`src/rtl/rxft_pkg.sv`:
```
package rxft_pkg;

   localparam int unsigned TMO_W = 8;

   typedef logic [TMO_W-1:0] tmo_t;

   typedef enum logic {
      SRC_LEVEL = 1'b0,
      SRC_TIMER = 1'b1
   } flush_src_e;

   function automatic tmo_t clamp_tmo(input tmo_t v);
      return (v == '0) ? tmo_t'(1) : v;
   endfunction

endpackage

```
`src/rtl/rxft_tmo_reg.sv`:
```
module rxft_tmo_reg
   import rxft_pkg::*;
#(
   parameter int unsigned TMO_DEFAULT = 16
) (
   input  logic clk,
   input  logic rst_n,
   input  logic cfg_wr,
   input  tmo_t cfg_data,
   output tmo_t tmo_q
);

   localparam int unsigned TMO_MAX = (1 << TMO_W) - 1;

   if (TMO_DEFAULT < 1 || TMO_DEFAULT > TMO_MAX) begin : g_bad_default
      $error("rxft_tmo_reg: TMO_DEFAULT out of range");
   end

   always_ff @(posedge clk) begin
      if (!rst_n)
         tmo_q <= tmo_t'(TMO_DEFAULT);
      else if (cfg_wr)
         tmo_q <= clamp_tmo(cfg_data);
   end

   AST_TMO_NONZERO: assert property (@(posedge clk) disable iff (!rst_n)
      tmo_q != '0);

   AST_TMO_STABLE_NO_WRITE: assert property (@(posedge clk) disable iff (!rst_n)
      !cfg_wr |=> $stable(tmo_q));

endmodule

```
`src/rtl/rxft_ms_timer.sv`:
```
module rxft_ms_timer
   import rxft_pkg::*;
(
   input  logic clk,
   input  logic rst_n,
   input  logic ms_tick,
   input  logic byte_wr,
   input  logic has_data,
   input  logic hold,
   input  logic clear,
   input  tmo_t tmo,
   output logic expire
);

   tmo_t             cnt_q;
   logic [TMO_W:0]   cnt_inc;
   logic             run;
   logic             restart;

   assign restart = !has_data || byte_wr || clear;
   assign run     = !restart && !hold;
   assign cnt_inc = {1'b0, cnt_q} + 1'b1;
   assign expire  = run && ms_tick && (cnt_inc >= {1'b0, tmo});

   always_ff @(posedge clk) begin
      if (!rst_n)
         cnt_q <= '0;
      else if (restart)
         cnt_q <= '0;
      else if (run && ms_tick)
         cnt_q <= expire ? '0 : cnt_inc[TMO_W-1:0];
   end

   AST_EMPTY_PARKS: assert property (@(posedge clk) disable iff (!rst_n)
      !has_data |=> cnt_q == '0);

   AST_BYTE_RESTARTS: assert property (@(posedge clk) disable iff (!rst_n)
      byte_wr |=> cnt_q == '0);

   AST_PENDING_FREEZES: assert property (@(posedge clk) disable iff (!rst_n)
      hold && !restart |=> $stable(cnt_q));

   AST_NO_TICK_NO_ADVANCE: assert property (@(posedge clk) disable iff (!rst_n)
      !ms_tick && !restart |=> $stable(cnt_q));

endmodule

```
`src/rtl/rxft_req_ctrl.sv`:
```
module rxft_req_ctrl
   import rxft_pkg::*;
#(
   parameter int unsigned LEVEL_W    = 9,
   parameter int unsigned PKT_THRESH = 62
) (
   input  logic               clk,
   input  logic               rst_n,
   input  logic [LEVEL_W-1:0] level,
   input  logic               expire,
   input  logic               ack,
   output logic               req,
   output flush_src_e         src
);

   logic level_full;

   if (PKT_THRESH == 0) begin : g_no_thresh
      assign level_full = 1'b0;
   end else begin : g_thresh
      assign level_full = (level >= LEVEL_W'(PKT_THRESH));
   end

   always_ff @(posedge clk) begin
      if (!rst_n) begin
         req <= 1'b0;
         src <= SRC_LEVEL;
      end else if (ack) begin
         req <= 1'b0;
         src <= SRC_LEVEL;
      end else if (!req) begin
         if (level_full) begin
            req <= 1'b1;
            src <= SRC_LEVEL;
         end else if (expire) begin
            req <= 1'b1;
            src <= SRC_TIMER;
         end
      end
   end

   AST_REQ_STICKY: assert property (@(posedge clk) disable iff (!rst_n)
      req && !ack |=> req && $stable(src));

   AST_ACK_DROPS: assert property (@(posedge clk) disable iff (!rst_n)
      ack |=> !req);

   if (PKT_THRESH != 0) begin : g_thresh_chk
      AST_FULL_REQUESTS: assert property (@(posedge clk) disable iff (!rst_n)
         (level >= LEVEL_W'(PKT_THRESH)) && !ack && !req |=> req && src == SRC_LEVEL);
   end

endmodule

```
`src/rtl/rxft_flush_timer.sv`:
```
module rxft_flush_timer
   import rxft_pkg::*;
#(
   parameter int unsigned FIFO_DEPTH  = 384,
   parameter int unsigned PKT_THRESH  = 62,
   parameter int unsigned TMO_DEFAULT = 16,
   localparam int unsigned LEVEL_W    = $clog2(FIFO_DEPTH + 1)
) (
   input  logic               clk,
   input  logic               rst_n,
   input  logic               ms_tick,
   input  logic               cfg_wr,
   input  logic [7:0]         cfg_data,
   input  logic [LEVEL_W-1:0] fifo_level,
   input  logic               byte_wr,
   input  logic               flush_ack,
   output logic               flush_req,
   output logic               flush_by_timer
);

   if (PKT_THRESH > FIFO_DEPTH) begin : g_bad_thresh
      $error("rxft_flush_timer: PKT_THRESH exceeds FIFO_DEPTH");
   end
   if (TMO_W != 8) begin : g_bad_width
      $error("rxft_flush_timer: timeout width must match cfg_data");
   end

   tmo_t       tmo;
   logic       expire;
   logic       has_data;
   flush_src_e src;

   assign has_data       = (fifo_level != '0);
   assign flush_by_timer = (src == SRC_TIMER);

   rxft_tmo_reg #(
      .TMO_DEFAULT (TMO_DEFAULT)
   ) i_tmo_reg (
      .clk      (clk),
      .rst_n    (rst_n),
      .cfg_wr   (cfg_wr),
      .cfg_data (cfg_data),
      .tmo_q    (tmo)
   );

   rxft_ms_timer i_ms_timer (
      .clk      (clk),
      .rst_n    (rst_n),
      .ms_tick  (ms_tick),
      .byte_wr  (byte_wr),
      .has_data (has_data),
      .hold     (flush_req),
      .clear    (flush_ack),
      .tmo      (tmo),
      .expire   (expire)
   );

   rxft_req_ctrl #(
      .LEVEL_W    (LEVEL_W),
      .PKT_THRESH (PKT_THRESH)
   ) i_req_ctrl (
      .clk    (clk),
      .rst_n  (rst_n),
      .level  (fifo_level),
      .expire (expire),
      .ack    (flush_ack),
      .req    (flush_req),
      .src    (src)
   );

   AST_TIMED_NEEDS_DATA: assert property (@(posedge clk) disable iff (!rst_n)
      $rose(flush_req) && flush_by_timer |-> $past(fifo_level != '0));

   AST_TIMED_NEEDS_TICK: assert property (@(posedge clk) disable iff (!rst_n)
      $rose(flush_req) && flush_by_timer |-> $past(ms_tick));

endmodule

```
`config.mk`:
```
export PLATFORM = sky130hd
export DESIGN_NAME = rxft_flush_timer
export DESIGN_NICKNAME = d
export VERILOG_FILES = /design/src/rtl/rxft_pkg.sv /design/src/rtl/rxft_tmo_reg.sv /design/src/rtl/rxft_ms_timer.sv /design/src/rtl/rxft_req_ctrl.sv /design/src/rtl/rxft_flush_timer.sv
export SDC_FILE = /design/constraint.sdc
export NUM_CORES = 1
export LEC_CHECK = 0
export BUFFER_PORTS_ARGS = -buffer_cell sky130_fd_sc_hd__buf_2
export CAP_MARGIN = 15
export CORE_UTILIZATION = 48
export DETAILED_ROUTE_END_ITERATION = 8
export PLACE_DENSITY = 0.83
export SLEW_MARGIN = 20
export SYNTH_ARGS = -nofsm -noshare
export SYNTH_HDL_FRONTEND = slang
export SYNTH_SLANG_ARGS = --single-unit
```
`constraint.sdc`:
```
create_clock -name clk -period 2.6 [get_ports clk]
set_input_delay 0.26 -clock clk [delete_from_list [all_inputs] [get_ports clk]]
set_output_delay 0.26 -clock clk [all_outputs]
set_load 0.02 [all_outputs]
```
==> results.sh, run 1 <==
export IMPL_cts_path_max_buffers=2
export IMPL_fmax_mhz=388
export IMPL_synth_top_cell_area_share_pct=31.7
export IMPL_multi_input_area_um2=788
export IMPL_ir_drop_mv=0.331
export IMPL_required_ns=2.83
export IMPL_grt_max_degree=18
export IMPL_hold_class="input pin to flip-flop"
export IMPL_finalWorstPathRequiredPeriod_ns=2.58
export IMPL_grt_pass1_vias=1136
export IMPL_grt_pass1_wl_mm=4.73
export IMPL_power_total_mw=0.545
export IMPL_final_setup_worst_slack_ns=0.0199
export IMPL_drc=0
export IMPL_r2r_slack_ns=0.02
export IMPL_crit_type="flip-flop to flip-flop"
export IMPL_status="finished, final reports clean"
export IMPL_dp_slack_ns=-0.0926
export IMPL_powerDensity_nw_per_um2=352
export IMPL_dp_hpwl_mm=1.83
export IMPL_yosys_top_cells_count="18 x dfxtp_1, 17 x nand2_1, 9 x a21oi_1, 9 x ha_1, 9 x nor2b_1"
export IMPL_synth_ff_type="dfxtp_1"
export IMPL_die_height_um=50.7
export IMPL_grt_overflow=0
export IMPL_fillCellCount=172
export IMPL_via_count=1166
export IMPL_rr_worst_depth=11
export IMPL_synth_warnings=0
export IMPL_antenna_found_initial=0
export IMPL_vias_per_cell=5.69
export IMPL_ys_async_sr_fraction_pct=0
export IMPL_tightest_slew_ns=0.470
export IMPL_nets=210
export IMPL_fp_coreArea_um2=2210
export IMPL_clock_root_buffer="clkbuf_4"
export IMPL_skew_ns=0.00844
export IMPL_drt_pass1_iterations=4
export IMPL_r2r_start="i_ms_timer.cnt_q[1]$_SDFFE_PP0P_"
export IMPL_ys_types=37
export IMPL_r2r_end="i_ms_timer.cnt_q[5]$_SDFFE_PP0P_"
export IMPL_cts_tree="yes"
export IMPL_synth_xor_xnor_area_share_pct=3.85
export IMPL_clkLatencyLatePin_ns=0.30
export IMPL_wirelength_mm=3.00
export IMPL_clk_pin_slew_ns=0.11
export IMPL_numCtsBuffers=3
export IMPL_synthTopCellsByArea="dfxtp_1 32%, ha_1 9.9%, nand2_1 5.6%, mux2i_1 5.3%, nor2b_1 5.0%"
export IMPL_synth_top_family_by_area="simple AND/OR/NAND/NOR gates"
export IMPL_ys_ff_latch=18
export IMPL_row_count=17
export IMPL_avgRoutedWirePerCell_um=14.6
export IMPL_die_w_um=50.7
export IMPL_io_pins=25
export IMPL_crit_path_end_kind="flip-flop"
export IMPL_arrival_ns=2.81
export IMPL_start_util_pct=51.4
export IMPL_synthMuxAreaShare_pct=5.28
export IMPL_avgSynthCellArea_um2=8.49
export IMPL_synth_area_leader_cell="dfxtp_1"
export IMPL_synth_compound_area_share_pct=16.7
export IMPL_synth_seq_area_share_pct=31.7
export IMPL_startpoint_type="flip-flop"
export IMPL_synth_most_common_cell="dfxtp_1"
export IMPL_drv_cap=0
export IMPL_netlist_instances=134
export IMPL_synth_adder_area_share_pct=9.90
export IMPL_grtUsageTotal_pct=25.1
export IMPL_syn_num_nets=166
export IMPL_worstSetupEndpoint="i_ms_timer.cnt_q[5]$_SDFFE_PP0P_"
export IMPL_diodes=0
export IMPL_ant_nets=0
export IMPL_drive_gt1_share_pct=40.7
export IMPL_seq_area_um2=379
export IMPL_post_route_period_util_pct=99.2
export IMPL_synthSimpleGateAreaFrac_pct=27.0
export IMPL_rsz0062_at_grt="true"
export IMPL_first_iter_violations=22
export IMPL_portBuffers=24
export IMPL_slew_headroom_pct=68.4
export IMPL_h_tree_depth=1
export IMPL_setup_violations=0
export IMPL_synth_area_um2=1140
export IMPL_power_leakage_nw=0.689
export IMPL_place_gp_congestion=0.877
export IMPL_final_max_slew_viol_count=0
export IMPL_setup_worst_path_start="i_ms_timer.cnt_q[1]$_SDFFE_PP0P_"
export IMPL_dieArea_um2=2570
export IMPL_cts_sinks=18
export IMPL_final_hold_viol_count=0
export IMPL_synth_edff_count=0
export IMPL_crit_fanout=6
export IMPL_area_delta_synth_final_pct=36.3
## metal layers
layer | vias to the layer above | GRT usage [%] | routed length (µm)
met5 | - | 0 | 0
met4 | 0 | 14.8 | 91
met3 | 11 | 6.06 | 140
met2 | 37 | 44.7 | 1530
met1 | 553 | 26.4 | 1240
li1 | 565 | - | -
## layout by cell type, fill, tap and decap left out, types with 3 or more instances in the layout
master	instances
buf_2	24
buf_4	19
nand2_1	16
dfxtp_1	11
nor2b_1	9
inv_1	7
a21oi_1	7
ha_1	7
mux2i_1	6
nand3_1	4
nor3_1	4
o21ai_0	4
dfxtp_4	4
nor2_1	3
nor4_1	3
nand4b_1	3
a31oi_1	3
clkbuf_4	3
dfxtp_2	3
## state kept, by name (all words and copies together), names as in the netlist
register,flops
i_ms_timer.cnt_q,8
i_tmo_reg.tmo_q,8
i_req_ctrl.req,1
i_req_ctrl.src,1
## per-stage QoR
step,instances,setup TNS (ns),hold slack (ns),utilization (%),instance area (µm²)
5_1_grt,205,-0.626,0.231,70.1,1550
4_1_cts,203,0,0.203,66.8,1480
2_1_floorplan,134,0,0.390,-,1160
6_report,205,0,0.207,70.1,1550
3_3_place_gp,190,0,0.480,61.1,1350
3_5_place_dp,190,-0.329,0.486,61.1,1350
## cell families after synthesis
kind of cell / count (synthesis)
AOI/OAI and AO/OA: 27
xor gates and xnor gates: 5
adders and majority gates: 9
buffers and inverters: 13
DFF: 18
muxes: 6
and+or+nand+nor: 56
## report_power, final
| group | switching (mW) | internal [mW] | leakage, nW | total [mW] |
|---|---|---|---|---|
| sequential | 0.00480 | 0.280 | 0.152 | 0.285 |
| clock | 0.0942 | 0.0854 | 0.0210 | 0.180 |
| combinational | 0.0404 | 0.0404 | 0.516 | 0.0808 |
| total | 0.139 | 0.406 | 0.689 | 0.545 |
## critical path: stages, from the launching register on
cell	delay (ns)
dfxtp_4	0.39
ha_4	0.15
nand3_4	0.08
o21a_1	0.22
or2_4	0.24
ha_4	0.21
a21o_1	0.16
a221o_1	0.32
a41oi_2	0.25
buf_6	0.17
nand4b_1	0.11
a31oi_1	0.20
## worst min-delay path by stage
stage	start	endpoint	slack, ns	depth (start not counted)
CTS	cfg_data[4]	i_tmo_reg.tmo_q[4]$_SDFFE_PN1P_	0.20	3
global route	cfg_data[4]	i_tmo_reg.tmo_q[4]$_SDFFE_PN1P_	0.23	3
finish	cfg_data[4]	i_tmo_reg.tmo_q[4]$_SDFFE_PN1P_	0.21	3
detailed placement	i_ms_timer.cnt_q[7]$_SDFFE_PP0P_	i_ms_timer.cnt_q[7]$_SDFFE_PP0P_	0.49	2
floorplan	cfg_data[4]	i_tmo_reg.tmo_q[4]$_SDFFE_PN1P_	0.39	2
global placement	i_ms_timer.cnt_q[7]$_SDFFE_PP0P_	i_ms_timer.cnt_q[7]$_SDFFE_PP0P_	0.48	2
## timing repair
action,in CTS,in global routing
setup endpoints to repair,9,10
hold buffers,0,0
pin swaps,5,8
setup buffers,8,2
hold endpoints to repair,0,0
gates resized for setup,7,18
cloned,1,0
## final cells by class
cell class | count | share of cell area [%]
Multi-Input combinational cell | 103 | 50.8
Timing Repair Buffer | 45 | 18.4
Sequential cell | 18 | 24.5
Tap cell | 28 | 2.26
Clock buffer | 4 | 2.34
Inverter | 7 | 1.69
Power figures use the tool's default switching activity.
==> run 2: changes to the inputs <==
--- a/config.mk
+++ b/config.mk
@@ -5,11 +5,14 @@
 export SDC_FILE = /design/constraint.sdc
 export NUM_CORES = 1
 export LEC_CHECK = 0
+export ABC_AREA = 1
 export BUFFER_PORTS_ARGS = -buffer_cell sky130_fd_sc_hd__buf_2
 export CAP_MARGIN = 15
-export CORE_UTILIZATION = 48
+export CORE_UTILIZATION = 47
 export DETAILED_ROUTE_END_ITERATION = 8
-export PLACE_DENSITY = 0.83
+export GPL_TIMING_DRIVEN = 0
+export MAX_ROUTING_LAYER = met4
+export PLACE_DENSITY = 0.82
 export SLEW_MARGIN = 20
 export SYNTH_ARGS = -nofsm -noshare
 export SYNTH_HDL_FRONTEND = slang
==> results.sh, run 2 <==
export IMPL_reg_top3="i_ms_timer.cnt_q x8, i_tmo_reg.tmo_q x8"
export IMPL_ant_nets=0
export IMPL_drv_cap=0
export IMPL_power_leakage_nw=0.665
export IMPL_ctsHoldBuffers=0
export IMPL_ys_ff_latch=18
export IMPL_via_count=1045
export IMPL_skew_ns=0.00251
export IMPL_netlist_instances=156
export IMPL_crit_type="flip-flop to flip-flop"
export IMPL_cts_sinks=18
export IMPL_fp_coreArea_um2=2190
export IMPL_vias_per_cell=4.95
export IMPL_yosys_top_cells_count="31 x inv_1, 21 x nand2_1, 18 x dfxtp_1"
export IMPL_rsz0062_at_grt="false"
export IMPL_drive_gt1_share_pct=20.8
export IMPL_start_util_pct=49.7
export IMPL_arrival_ns=2.41
export IMPL_final_setup_worst_slack_ns=0.432
export IMPL_post_route_period_util_pct=83.4
export IMPL_h_tree_depth=1
export IMPL_antenna_found_initial=0
export IMPL_synth_edff_count=0
export IMPL_synth_top_cell_area_share_pct=33.1
export IMPL_synth_xor_xnor_area_share_pct=4.83
export IMPL_die_height_um=50.1
export IMPL_crit_fanout=6
export IMPL_grt_pass1_wl_mm=4.24
export IMPL_ys_async_sr_fraction_pct=0
export IMPL_dp_hpwl_mm=1.91
export IMPL_synth_compound_area_share_pct=15.5
export IMPL_ir_drop_mv=0.304
export IMPL_synth_seq_area_share_pct=33.1
export IMPL_area_delta_synth_final_pct=16.3
export IMPL_io_pins=25
export IMPL_fmax_mhz=461
export IMPL_powerDensity_nw_per_um2=405
export IMPL_row_count=17
export IMPL_grt_pass1_vias=1067
export IMPL_drc=0
export IMPL_diodes=0
export IMPL_first_iter_violations=22
export IMPL_required_ns=2.84
export IMPL_clk_pin_slew_ns=0.10
export IMPL_grt_max_degree=11
export IMPL_synth_top_family_by_area="simple AND/OR/NAND/NOR gates"
export IMPL_cts_path_max_buffers=2
export IMPL_synth_ff_type="dfxtp_1"
export IMPL_dpl_cell_area_um2=1240
export IMPL_clock_root_buffer="clkbuf_4"
export IMPL_dieArea_um2=2510
export IMPL_layout_commonest_cell="inv_1"
export IMPL_power_total_mw=0.513
export IMPL_synthMuxAreaShare_pct=0
export IMPL_ctsResizeCount=0
export IMPL_clkLatencyLatePin_ns=0.29
export IMPL_avgRoutedWirePerCell_um=10.9
export IMPL_synth_warnings=0
export IMPL_hold_class="input pin to flip-flop"
export IMPL_setup_tns_ns=0
export IMPL_syn_num_nets=188
export IMPL_numCtsBuffers=3
export IMPL_grt_overflow=0
export IMPL_setup_violations=0
export IMPL_cts_tree="yes"
export IMPL_synthTopCellsByArea="dfxtp_1 33%, inv_1 11%, ha_1 10%, nand2_1 7.2%, o21ai_0 6.9%"
export IMPL_place_gp_congestion=0.801
export IMPL_final_hold_viol_count=0
export IMPL_final_max_slew_viol_count=0
export IMPL_slew_headroom_pct=75.6
export IMPL_ys_types=25
export IMPL_synthSimpleGateAreaFrac_pct=23.8
export IMPL_finalWorstPathRequiredPeriod_ns=2.17
export IMPL_crit_path_end_kind="flip-flop"
export IMPL_startpoint_type="flip-flop"
export IMPL_synth_area_leader_cell="dfxtp_1"
export IMPL_portBuffers=24
export IMPL_cts_setup_buffers=0
export IMPL_dp_slack_ns=0.450
export IMPL_nets=217
export IMPL_fillCellCount=205
export IMPL_grtUsageTotal_pct=22.5
export IMPL_tightest_slew_ns=0.366
export IMPL_die_w_um=50.1
export IMPL_mostFrequentLayoutCells="31 x inv_1, 24 x buf_2, 21 x nand2_1"
export IMPL_fin_util_pct=57.8
export IMPL_synth_most_common_cell="inv_1"
export IMPL_final_area_um2=1270
export IMPL_avgSynthCellArea_um2=6.98
export IMPL_status="finished, final reports clean"
export IMPL_synth_area_um2=1090
export IMPL_synth_adder_area_share_pct=10.3
export IMPL_wirelength_mm=2.31
export IMPL_drt_pass1_iterations=5
-- run 2: changes by cell type in the layout (fill, tap and decap cells not counted), sizes merged, moves of 9 or more --
cell   previous run  this run
o21ai             5        17
inv               7        32
buf              45        25
nor2b             9         0
nor2              3        19
-- run 2: worst max-delay path, cell delays in order, from the launching register on --
cell and delay, ns:
dfxtp_1 0.41, ha_1 0.23, nand3_2 0.12, xnor2_1 0.24, ha_1 0.29, nand2_1 0.07
inv_1 0.04, nand3_1 0.06, nand3_1 0.08, nand2_1 0.07, nand2_1 0.04, nand2_1 0.09
nand2_1 0.07, nand2_2 0.10, nand2_2 0.10, nor2_1 0.10
-- run 2: through the flow --
step	instances	hold slack, ns
final	211	0.190
after global routing	211	0.197
after CTS	211	0.192
after detailed placement	208	0.448
after global placement	208	0.437
after floorplan	156	0.385
-- run 2: logic make-up after synthesis --
family / after synthesis
buffers and inverters: 34
AO/OA/AOI/OAI: 32
XOR/XNOR: 6
adder cells (fa/ha/maj): 9
AND/OR/NAND/NOR: 57
flip-flops: 18
-- run 2: layout make-up --
class                      instances  area [µm²]  area share, %
buffer                             2        15.0           1.19
tap                               28        35.0           2.77
multi-input combinational        104         593           46.8
inverter                          32         120           9.49
timing repair buffer              24         120           9.49
sequential                        18         360           28.5
clock buffer                       3        22.5           1.78
-- run 2: power breakdown --
part	internal [mW]	switching [mW]
combinational	0.0347	0.0458
clock	0.0540	0.0863
sequential	0.286	0.00578
-- run 2: final timing paths --
| kind | start | endpoint | slack [ns] | cells past startpoint |
|---|---|---|---|---|
| worst min register to register | i_req_ctrl.src$_SDFFE_PP0P_ | i_req_ctrl.src$_SDFFE_PP0P_ | 0.46 | 2 |
| worst min-delay path | cfg_data[0] | i_tmo_reg.tmo_q[0]$_SDFFE_PN0P_ | 0.19 | 3 |
| worst max register to register | i_ms_timer.cnt_q[0]$_SDFFE_PP0P_ | i_ms_timer.cnt_q[1]$_SDFFE_PP0P_ | 0.43 | 15 |
| worst max-delay path | i_ms_timer.cnt_q[0]$_SDFFE_PP0P_ | i_ms_timer.cnt_q[1]$_SDFFE_PP0P_ | 0.43 | 15 |
-- run 2: layer usage --
layer  part of all wire (%)  GRT usage, %  routed length, µm
met1                     43          24.8                988
met2                     53          41.8               1220
met3                    3.1          2.16                 72
met4                    1.3          6.67                 29
met5                      0             -                  0
==> run 3: changes to the inputs <==
--- a/config.mk
+++ b/config.mk
@@ -5,14 +5,14 @@
 export SDC_FILE = /design/constraint.sdc
 export NUM_CORES = 1
 export LEC_CHECK = 0
-export ABC_AREA = 1
+export ABC_AREA = 0
 export BUFFER_PORTS_ARGS = -buffer_cell sky130_fd_sc_hd__buf_2
 export CAP_MARGIN = 15
-export CORE_UTILIZATION = 47
+export CORE_UTILIZATION = 53
 export DETAILED_ROUTE_END_ITERATION = 8
 export GPL_TIMING_DRIVEN = 0
 export MAX_ROUTING_LAYER = met4
-export PLACE_DENSITY = 0.82
+export PLACE_DENSITY = 0.86
 export SLEW_MARGIN = 20
 export SYNTH_ARGS = -nofsm -noshare
 export SYNTH_HDL_FRONTEND = slang
==> constraint.sdc (replaced) <==
create_clock -name clk -period 2.1 [get_ports clk]
set_input_delay 0.21 -clock clk [delete_from_list [all_inputs] [get_ports clk]]
set_output_delay 0.21 -clock clk [all_outputs]
set_load 0.02 [all_outputs]
==> results.sh, run 3 (same netlist as run 1, synthesis figures left out) <==
export IMPL_drc=0
export IMPL_clkLatencyLatePin_ns=0.31
export IMPL_portBuffers=22
export IMPL_grt_max_degree=11
export IMPL_post_route_period_util_pct=121
export IMPL_nets=206
export IMPL_fmax_mhz=394
export IMPL_reg_top3="i_ms_timer.cnt_q x8, i_tmo_reg.tmo_q x8"
export IMPL_clock_root_buffer="clkbuf_4"
export IMPL_r2r_start="i_ms_timer.cnt_q[0]$_SDFFE_PP0P_"
export IMPL_powerDensity_nw_per_um2=417
export IMPL_vias_per_cell=5.83
export IMPL_tightest_slew_ns=0.567
export IMPL_arrival_ns=2.78
export IMPL_via_count=1166
export IMPL_dp_hpwl_mm=1.94
export IMPL_area_delta_synth_final_pct=35.2
export IMPL_ant_nets=0
export IMPL_die_w_um=48.3
export IMPL_crit_fanout=5
export IMPL_die_height_um=48.3
export IMPL_required_ns=2.34
export IMPL_drt_pass1_iterations=7
export IMPL_crit_path_end_kind="flip-flop"
export IMPL_h_tree_depth=1
export IMPL_r2r_end="i_ms_timer.cnt_q[5]$_SDFFE_PP0P_"
export IMPL_rsz0062_at_grt="true"
export IMPL_grt_pass1_vias=1225
export IMPL_violations="negative setup slack"
export IMPL_drive_gt1_share_pct=38.7
export IMPL_dpl_cell_area_um2=1340
export IMPL_ir_drop_mv=0.398
export IMPL_finalWorstPathRequiredPeriod_ns=2.54
export IMPL_critical_path_top_delay_family="compound AO/OA/AOI/OAI gates"
export IMPL_fillCellCount=138
export IMPL_cts_sinks=18
export IMPL_row_count=16
export IMPL_cts_tree="yes"
export IMPL_power_leakage_nw=0.659
export IMPL_diodes=0
export IMPL_io_pins=25
export IMPL_final_setup_worst_slack_ns=-0.438
export IMPL_wirelength_mm=2.93
export IMPL_startpoint_type="flip-flop"
export IMPL_status="complete, but fails checks"
export IMPL_cp_common_cell="ha_4"
export IMPL_hold_class="input pin to flip-flop"
export IMPL_numCtsBuffers=3
export IMPL_drv_cap=0
export IMPL_cts_path_max_buffers=2
export IMPL_path_cells="ha_4, nand3_4, o21a_1, or2_4, ha_4, a21o_1, a221o_1, a41oi_4, buf_6, nand4_1, a31oi_1"
export IMPL_fp_coreArea_um2=1980
export IMPL_grt_overflow=0
export IMPL_fin_util_pct=77.6
export IMPL_crit_type="flip-flop to flip-flop"
export IMPL_first_iter_violations=29
export IMPL_r2r_slack_ns=-0.44
export IMPL_worst_path_buf_inv=1
export IMPL_skew_ns=0.0106
export IMPL_slowest_delay_ns=0.40
export IMPL_clk_pin_slew_ns=0.11
export IMPL_mostFrequentLayoutCells="24 x buf_2, 16 x nand2_1, 12 x buf_4"
export IMPL_grtUsageTotal_pct=29.1
export IMPL_dieArea_um2=2340
export IMPL_slew_headroom_pct=62.2
export IMPL_worstSetupEndpoint="i_ms_timer.cnt_q[5]$_SDFFE_PP0P_"
export IMPL_whs_path_depth=3
export IMPL_path_depth=11
export IMPL_setup_worst_path_start="i_ms_timer.cnt_q[0]$_SDFFE_PP0P_"
export IMPL_start_util_pct=57.4
export IMPL_grt_pass1_wl_mm=5.13
export IMPL_antenna_found_initial=0
export IMPL_layout_commonest_cell="buf_2"
export IMPL_avgRoutedWirePerCell_um=14.7
export IMPL_final_hold_viol_count=0
export IMPL_rr_worst_depth=11
export IMPL_cp_slowest_cell="dfxtp_4"
export IMPL_final_area_um2=1540
export IMPL_final_max_slew_viol_count=0
export IMPL_place_gp_congestion=0.832
export IMPL_setup_violations=10
## run 3: cell types whose count changed in the layout (fill, tap and decap cells not counted), sizes merged, moves of 3 or more
cell    delta
o21ai     -12
buf       +15
a21oi      -3
nor2b      +9
nor3       +5
xor2       -3
nand2      -6
nand4b     +3
nor2      -16
inv       -25
mux2i      +6
## run 3: repair_timing
action	in CTS	in global routing
pin swaps	12	0
gates cloned	1	0
setup buffers	12	0
resized for setup	17	3
endpoints found under the setup margin	10	10
hold buffers	0	0
## run 3: through the flow
stage	TNS [ns]	hold slack (ns)	cells	total power [mW]	worst slack (ns)
after detailed placement	-5.35	0.454	183	0.457	-0.586
after global routing	-5.19	0.164	200	0.679	-0.581
after global placement	-4.41	0.441	183	0.452	-0.487
final	-4.09	0.141	200	0.641	-0.438
after floorplan	-2.31	0.340	134	0.421	-0.272
after CTS	-3.88	0.146	200	0.637	-0.408
## run 3: worst min-delay path by stage
stage,endpoint,start
floorplan,i_tmo_reg.tmo_q[4]$_SDFFE_PN1P_,cfg_data[4]
global placement,i_tmo_reg.tmo_q[4]$_SDFFE_PN1P_,cfg_data[4]
detailed placement,i_tmo_reg.tmo_q[4]$_SDFFE_PN1P_,cfg_data[4]
CTS,i_tmo_reg.tmo_q[4]$_SDFFE_PN1P_,cfg_data[4]
global route,i_tmo_reg.tmo_q[4]$_SDFFE_PN1P_,cfg_data[4]
finish,i_tmo_reg.tmo_q[4]$_SDFFE_PN1P_,cfg_data[4]
## run 3: cell type report
class / instances / area [µm²] / area share (%)
Multi-Input combinational cell: 103 / 813 / 52.9
Sequential cell: 18 / 379 / 24.7
Timing Repair Buffer: 35 / 211 / 13.8
Buffer: 6 / 47.5 / 3.09
Tap cell: 27 / 33.8 / 2.20
Inverter: 7 / 26.3 / 1.71
Clock buffer: 3 / 22.5 / 1.46
Clock inverter: 1 / 3.75 / 0.244
## run 3: metal layers
metal,global-route usage (%),wire length (µm),up-vias
li1,-,-,564
met5,-,0,-
met4,14.7,78,0
met3,3.77,145,11
met1,32.4,1220,541
met2,50.9,1490,50
## run 3: worst reg2reg max path: cells and delay by family, from the launching register on
kind                     cells  cell delay, ns
buffers and inverters        1            0.17
AND/OR/NAND/NOR              3            0.41
adder cells (fa/ha/maj)      2            0.37
flip-flops                   1            0.40
AO/OA/AOI/OAI                5            1.13
## run 3: report_power, final
| group | switching [mW] | total, mW | internal [mW] |
|---|---|---|---|
| clock network | 0.115 | 0.184 | 0.0694 |
| registers | 0.00571 | 0.353 | 0.347 |
| logic | 0.0529 | 0.105 | 0.0517 |
